[src/rtl/wiper_pkg.sv]
// Package: shared command codes and widths for the wiper register controller.
// Assumes command bytes are fully decoded 8-bit codes.
package wiper_pkg;
    localparam int CMD_W = 8;

    typedef enum logic [CMD_W-1:0] {
        CMD_WR_VOL  = 8'h11,   // data byte -> working register
        CMD_WR_NV   = 8'h21,   // data byte -> nonvolatile byte
        CMD_VOL2NV  = 8'h51,   // working register -> nonvolatile byte
        CMD_NV2VOL  = 8'h61    // nonvolatile byte -> working register
    } wiper_cmd_e;
endpackage

[src/rtl/wiper_frame.sv]
// Module: wiper_frame
// Captures one bus frame (command byte, first data byte) and decodes it
// into write enables for the two register copies.
// Assumes: at most one strobe per cycle; ready and busy come from the
// register modules and gate every action.
module wiper_frame
    import wiper_pkg::*;
#(
    parameter int CODE_W = 8
) (
    input  logic                clk,
    input  logic                rst_n,
    input  logic                cmd_stb,
    input  logic [CMD_W-1:0]    cmd_byte,
    input  logic                dat_stb,
    input  logic [CODE_W-1:0]   dat_byte,
    input  logic                stop_stb,
    input  logic                ready,
    input  logic                busy,
    input  logic [CODE_W-1:0]   vol_q,
    output logic                vol_wr_en,
    output logic                vol_from_nv,
    output logic                nv_wr_en,
    output logic [CODE_W-1:0]   nv_wr_val
);
    logic               have_cmd;
    logic               have_dat;
    logic [CMD_W-1:0]   cmd_q;
    logic [CODE_W-1:0]  dat_q;

    logic first_dat;
    logic is_vol_wr;
    logic is_nv_wr;
    logic is_v2n;
    logic is_n2v;

    // Frame capture: a command opens the frame, only the first data byte is kept, STOP closes it.
    always_ff @(posedge clk) begin
        if (!rst_n) begin
            have_cmd <= 1'b0;
            have_dat <= 1'b0;
            cmd_q    <= '0;
            dat_q    <= '0;
        end else if (cmd_stb) begin
            have_cmd <= 1'b1;
            have_dat <= 1'b0;
            cmd_q    <= cmd_byte;
        end else if (first_dat) begin
            have_dat <= 1'b1;
            dat_q    <= dat_byte;
        end else if (stop_stb) begin
            have_cmd <= 1'b0;
            have_dat <= 1'b0;
        end
    end

    // Decode of the held command and the gating by ready and busy.
    always_comb begin
        first_dat   = dat_stb && have_cmd && !have_dat;
        is_vol_wr   = (cmd_q == CMD_WR_VOL);
        is_nv_wr    = (cmd_q == CMD_WR_NV);
        is_v2n      = (cmd_q == CMD_VOL2NV);
        is_n2v      = (cmd_q == CMD_NV2VOL);

        vol_from_nv = stop_stb && have_cmd && is_n2v && !busy;
        vol_wr_en   = ready && ((first_dat && is_vol_wr) || vol_from_nv);
        nv_wr_en    = ready && stop_stb && have_cmd && !busy &&
                      ((is_nv_wr && have_dat) || is_v2n);
        nv_wr_val   = is_nv_wr ? dat_q : vol_q;
    end

    AST_ONE_STROBE: assert property (@(posedge clk) disable iff (!rst_n)
        $onehot0({cmd_stb, dat_stb, stop_stb}));
endmodule

[src/rtl/wiper_nvcell.sv]
// Module: wiper_nvcell
// Emulated nonvolatile byte with its programming busy timer.
// Assumes: rst_n models power-up, so the byte returns to the factory value;
// the writer never commits while busy is high.
module wiper_nvcell #(
    parameter int          CODE_W      = 8,
    parameter int          BUSY_CYCLES = 2_400_000,
    parameter logic [CODE_W-1:0] NV_FACTORY = 8'h80
) (
    input  logic              clk,
    input  logic              rst_n,
    input  logic              nv_wr_en,
    input  logic [CODE_W-1:0] nv_wr_val,
    output logic [CODE_W-1:0] nv_q,
    output logic              busy
);
    localparam int BC_W = $clog2(BUSY_CYCLES + 1);
    localparam logic [BC_W-1:0] BC_LOAD = BC_W'(BUSY_CYCLES);

    logic [BC_W-1:0] busy_cnt;

    // Stored byte: factory value at power-up, replaced on each accepted commit.
    always_ff @(posedge clk) begin
        if (!rst_n)
            nv_q <= NV_FACTORY;
        else if (nv_wr_en)
            nv_q <= nv_wr_val;
    end

    // Busy timer: loaded on a commit, counts down to zero.
    always_ff @(posedge clk) begin
        if (!rst_n)
            busy_cnt <= '0;
        else if (nv_wr_en)
            busy_cnt <= BC_LOAD;
        else if (busy_cnt != '0)
            busy_cnt <= busy_cnt - 1'b1;
    end

    assign busy = (busy_cnt != '0);

    AST_BUSY_AFTER_COMMIT: assert property (@(posedge clk) disable iff (!rst_n)
        nv_wr_en |=> (busy && nv_q == $past(nv_wr_val)));
    AST_NO_COMMIT_WHILE_BUSY: assert property (@(posedge clk) disable iff (!rst_n)
        busy |-> !nv_wr_en);
    AST_NV_HOLDS: assert property (@(posedge clk) disable iff (!rst_n)
        !nv_wr_en |=> $stable(nv_q));
endmodule

[src/rtl/wiper_volreg.sv]
// Module: wiper_volreg
// Working (volatile) wiper register plus the power-on recall sequencer.
// Assumes: writes are only requested once ready is high.
module wiper_volreg #(
    parameter int CODE_W        = 8,
    parameter int RECALL_CYCLES = 2000
) (
    input  logic              clk,
    input  logic              rst_n,
    input  logic              vol_wr_en,
    input  logic [CODE_W-1:0] vol_wr_val,
    input  logic [CODE_W-1:0] nv_q,
    output logic [CODE_W-1:0] vol_q,
    output logic              ready
);
    localparam int RC_W = $clog2(RECALL_CYCLES + 1);
    localparam logic [RC_W-1:0] RC_LAST = RC_W'(RECALL_CYCLES - 1);

    logic [RC_W-1:0] rc_cnt;
    logic            recall_done;

    assign recall_done = !ready && (rc_cnt == RC_LAST);

    // Recall sequencer: counts the start-up window, then raises ready for good.
    always_ff @(posedge clk) begin
        if (!rst_n) begin
            rc_cnt <= '0;
            ready  <= 1'b0;
        end else if (!ready) begin
            rc_cnt <= rc_cnt + 1'b1;
            if (recall_done)
                ready <= 1'b1;
        end
    end

    // Working register: zero through recall, loaded from the nonvolatile byte, then from writes.
    always_ff @(posedge clk) begin
        if (!rst_n)
            vol_q <= '0;
        else if (recall_done)
            vol_q <= nv_q;
        else if (vol_wr_en)
            vol_q <= vol_wr_val;
    end

    AST_ZERO_UNTIL_READY: assert property (@(posedge clk) disable iff (!rst_n)
        !ready |-> (vol_q == '0));
    AST_READY_STAYS: assert property (@(posedge clk) disable iff (!rst_n)
        ready |=> ready);
    AST_VOL_LOAD: assert property (@(posedge clk) disable iff (!rst_n)
        vol_wr_en |=> (vol_q == $past(vol_wr_val)));
endmodule

[src/rtl/wiper_reg_ctrl.sv]
// Module: wiper_reg_ctrl (top)
// Holds a 256-tap wiper code in a working register backed by an emulated
// nonvolatile byte, executing four command codes from a serial frontend.
// Assumes: one strobe per cycle; rst_n doubles as the power-up event.
module wiper_reg_ctrl
    import wiper_pkg::*;
#(
    parameter int CODE_W        = 8,
    parameter int RECALL_CYCLES = 2000,
    parameter int BUSY_CYCLES   = 2_400_000,
    parameter logic [CODE_W-1:0] NV_FACTORY = 8'h80
) (
    input  logic              clk,
    input  logic              rst_n,
    input  logic              cmd_stb,
    input  logic [7:0]        cmd_byte,
    input  logic              dat_stb,
    input  logic [CODE_W-1:0] dat_byte,
    input  logic              stop_stb,
    output logic [CODE_W-1:0] tap_code,
    output logic              nv_busy,
    output logic              ready
);
    logic              vol_wr_en;
    logic              vol_from_nv;
    logic [CODE_W-1:0] vol_wr_val;
    logic              nv_wr_en;
    logic [CODE_W-1:0] nv_wr_val;
    logic [CODE_W-1:0] nv_q;
    logic [CODE_W-1:0] vol_q;

    wiper_frame #(.CODE_W(CODE_W)) u_frame (
        .clk        (clk),
        .rst_n      (rst_n),
        .cmd_stb    (cmd_stb),
        .cmd_byte   (cmd_byte),
        .dat_stb    (dat_stb),
        .dat_byte   (dat_byte),
        .stop_stb   (stop_stb),
        .ready      (ready),
        .busy       (nv_busy),
        .vol_q      (vol_q),
        .vol_wr_en  (vol_wr_en),
        .vol_from_nv(vol_from_nv),
        .nv_wr_en   (nv_wr_en),
        .nv_wr_val  (nv_wr_val)
    );

    // Source select for the working register: transfer from the stored byte or the bus byte.
    assign vol_wr_val = vol_from_nv ? nv_q : dat_byte;

    wiper_nvcell #(
        .CODE_W     (CODE_W),
        .BUSY_CYCLES(BUSY_CYCLES),
        .NV_FACTORY (NV_FACTORY)
    ) u_nv (
        .clk      (clk),
        .rst_n    (rst_n),
        .nv_wr_en (nv_wr_en),
        .nv_wr_val(nv_wr_val),
        .nv_q     (nv_q),
        .busy     (nv_busy)
    );

    wiper_volreg #(
        .CODE_W       (CODE_W),
        .RECALL_CYCLES(RECALL_CYCLES)
    ) u_vol (
        .clk       (clk),
        .rst_n     (rst_n),
        .vol_wr_en (vol_wr_en),
        .vol_wr_val(vol_wr_val),
        .nv_q      (nv_q),
        .vol_q     (vol_q),
        .ready     (ready)
    );

    assign tap_code = vol_q;
endmodule

[config.mk]
export PLATFORM = sky130hd
export DESIGN_NAME = wiper_reg_ctrl
export DESIGN_NICKNAME = d
export VERILOG_FILES = /design/src/rtl/wiper_pkg.sv /design/src/rtl/wiper_frame.sv /design/src/rtl/wiper_nvcell.sv /design/src/rtl/wiper_volreg.sv /design/src/rtl/wiper_reg_ctrl.sv
export SDC_FILE = /design/constraint.sdc
export NUM_CORES = 1
export LEC_CHECK = 0
export ABC_AREA = 1
export BUFFER_PORTS_ARGS = -buffer_cell sky130_fd_sc_hd__buf_2
export CORE_UTILIZATION = 55
export CTS_BUF_LIST = sky130_fd_sc_hd__clkbuf_2 sky130_fd_sc_hd__clkbuf_4 sky130_fd_sc_hd__clkbuf_8
export CTS_CLUSTER_DIAMETER = 30
export DETAILED_ROUTE_END_ITERATION = 7
export PLACE_DENSITY = 0.79
export SETUP_SLACK_MARGIN = 0.4
export SYNTH_ARGS = -nofsm -noshare
export SYNTH_HDL_FRONTEND = slang
export SYNTH_SLANG_ARGS = --single-unit
export TNS_END_PERCENT = 30
[constraint.sdc]
create_clock -name clk -period 1.6 [get_ports clk]
set_clock_uncertainty 0.05 [all_clocks]
set_input_delay 0.32 -clock clk [delete_from_list [all_inputs] [get_ports clk]]
set_output_delay 0.32 -clock clk [all_outputs]
set_load 0.02 [all_outputs]
==> results.toml <==
[placed_design]
dp_hpwl_um = 5748
dp_slack_ns = -0.005770
io_buffers = 30
place_area_um2 = 3966
numPlacedInstances = 654
place.gp.congestion = 0.8747

[timing]
fmax_mhz = 563.9
setup_viol = 27
slew_viol_final = 0
period_share_pct = 110.8
setup_ws_ns = -0.1733
fin_crit_ns = 1.773
fin_hold_ws_ns = 0.1381
worstMarginPinSlew_ns = 0.6135
hold_viol = 0
relSlewSlack_pct = 59.06
rsz0062_at_grt = "yes"
fin_setup_tns_ns = -1.917

[die]
die_area_um2 = 6585
die_w_um = 81.15
core-area_um2 = 5991
rows = 28
num_io_pins = 31
fp.dieH_um = 81.15
start_util_pct = 57.52

[global_routing]
grt_pass1_wl_um = 14700
grt_overflow = 0
grt_max_degree = 17
track_usage_pct = 29.64
grt_pass1_vias = 3337
antenna_found_initial = 0

[synthesis]
syn_inst = 525
yosysTopAreaCell = "dfxtp_1"
ys_ff_latch = 68
synth_area_leaders = "dfxtp_1, nand2_1, nor2_1"
yosysSeqAreaShare_pct = 39.51
async_flop_share_pct = 0
synthesis.area_um2 = 3446
netlist_top_cells_count = "nand2_1, nor2_1, dfxtp_1"
synth-edff-count = 0
yosysTopAreaCellShare_pct = 39.51
synth.distinct_cells = 29
ys.flop_type = "dfxtp_1"
synth_nets = 549
yosys_warnings = 0
synth_most_common_cell = "nand2_1"
postSynthAreaPerCell_um2 = 6.563

[clock_tree]
clkLatencyLatePin_ns = 0.35
cts_buffer_depth = 2
clock-sinks = 68
hold_buffers = 0
clk_pin_slew_ns = 0.07
cts_buffers = 9
htreeDepth = 3
clockRootBuffer = "clkbuf_8"
cts_tree = "built"

[power_and_ir_drop]
pwr-share-seq_pct = 28.5
p_per_area_nw_per_um2 = 1684
peakVddDrop_mv = 1.581
p_clk_share_pct = 17.9
combPwrFrac_pct = 53.6
sw_frac_of_total_pct = 43.01
p_leak_nw = 2.118
power_switching_mw = 3.407
p_int_mw = 4.516

[layout]
instances_no_fill = 693
fillCellCount = 410
final_nets = 637
regArea_um2 = 1389
area_delta_synth_final_pct = 36.56
stdcell_area_um2 = 4706
drive_gt1_share_pct = 35.76
antenna_cells = 0
multi_input_area_um2 = 2057

[routing]
viasPerCell = 5.400
drtIter0Drc = 286
routed_wl_um = 9826
dr_total_vias = 3742
antenna_left = 0
dr.pass1.iters = 5
drc = 0
wl_per_cell_um = 14.18

[critical_path]
arrival_ns = 1.40
endpoint_kind = "output pin"
r2r_cells = 9
crit_path_start_kind = "flop"
critPathMaxFanout = 3
crit_required_ns = 1.23
path_class = "flop to output pin"

[outcome]
violations = "setup timing"
status = "finished, violations left"

[run]
max_cap_violations = 0

[min_path]
min_path_type = "input port to flop"
hold_depth = 3
## layout by cell type, fill, tap and decap left out, types with 3 or more instances in the layout
| master | count |
|---|---|
| buf_2 | 21 |
| nor3_1 | 8 |
| a21oi_2 | 7 |
| a21oi_1 | 27 |
| dfxtp_1 | 48 |
| ha_4 | 3 |
| dfxtp_2 | 19 |
| nand3_1 | 29 |
| o21ai_0 | 27 |
| xor2_1 | 9 |
| xnor2_1 | 3 |
| nand3_2 | 6 |
| inv_2 | 16 |
| nand4_1 | 3 |
| buf_4 | 56 |
| clkinv_2 | 3 |
| nor2_2 | 16 |
| nand2_2 | 19 |
| nor2_1 | 84 |
| clkbuf_8 | 9 |
| nor2_4 | 12 |
| nand2_1 | 96 |
| nand3_4 | 4 |
| buf_6 | 9 |
| inv_1 | 57 |
| nor3_2 | 3 |
## metrics by stage
stage	utilization (%)	power [mW]
6_report	78.55	7.923
2_1_floorplan	-	4.397
5_1_grt	78.55	8.376
4_1_cts	75.21	7.234
3_3_place_gp	66.21	5.290
3_5_place_dp	66.21	5.360
## final timing paths
| kind | slack (ns) | start | end |
|---|---|---|---|
| min | 0.14 | cmd_byte[7] | u_frame.cmd_q[7]$_SDFFE_PN0P_ |
| max | -0.17 | u_nv.busy_cnt[1]$_SDFFE_PP0P_ | nv_busy |
| min reg2reg | 0.43 | u_frame.cmd_q[6]$_SDFFE_PN0P_ | u_frame.cmd_q[6]$_SDFFE_PN0P_ |
| max reg2reg | -0.14 | u_nv.busy_cnt[18]$_SDFFE_PN0P_ | u_nv.nv_q[0]$_SDFFE_PN0P_ |
## logic make-up (layout without fill, tap and decap cells)
| kind of cell | after synthesis | count (layout) | synth area share, % |
|---|---|---|---|
| and+or+nand+nor | 289 | 290 | 36.09 |
| AOI/OAI and AO/OA | 66 | 66 | 10.13 |
| buffers and inverters | 87 | 179 | 10.13 |
| DFF | 68 | 68 | 39.51 |
| adders and majority gates | 3 | 3 | 1.089 |
| xor gates and xnor gates | 12 | 12 | 3.050 |
## power groups by stage
stage	combinational, mW	clock [mW]	sequential, mW
6_report	4.25	1.42	2.26
4_1_cts	3.59	1.43	2.21
5_1_grt	4.61	1.49	2.27
2_1_floorplan	2.21	0	2.19
3_5_place_dp	3.13	0	2.23
3_3_place_gp	3.07	0	2.22
## routing by layer
metal	global-route usage [%]	routed length, um
met1	34.00	3938
met2	52.10	4859
met3	6.292	626
met4	14.11	401
met5	0	0
## layout make-up
| type | instances | share of cell area (%) |
|---|---|---|
| multi-input combinational | 371 | 43.71 |
| sequential | 68 | 29.51 |
| clock buffer | 11 | 2.951 |
| clock inverter | 5 | 1.117 |
| tap | 75 | 1.994 |
| inverter | 74 | 5.956 |
| timing repair buffer | 89 | 14.76 |
## critical path, stage by stage (launching register included)
cell	delay (ns)
dfxtp_2	0.33
inv_2	0.09
ha_4	0.16
nand3_2	0.11
nor2_4	0.13
nand2_2	0.10
buf_6	0.14
## state kept, by name, summed over array words and instances, names as in the netlist
name              cells
u_frame.dat_q         8
u_vol.ready           1
u_frame.cmd_q         8
u_vol.vol_q           8
u_vol.rc_cnt         11
u_frame.have_cmd      1
u_frame.have_dat      1
u_nv.busy_cnt        22
u_nv.nv_q             8
## what timing repair did
| item | in CTS | in global routing |
|---|---|---|
| resized for setup | 59 | 59 |
| endpoints found under the setup margin | 63 | 64 |
| buffers inserted | 20 | 0 |
| cloned | 1 | 2 |
| pin swaps | 25 | 22 |
(Power assumes the default switching activity.)
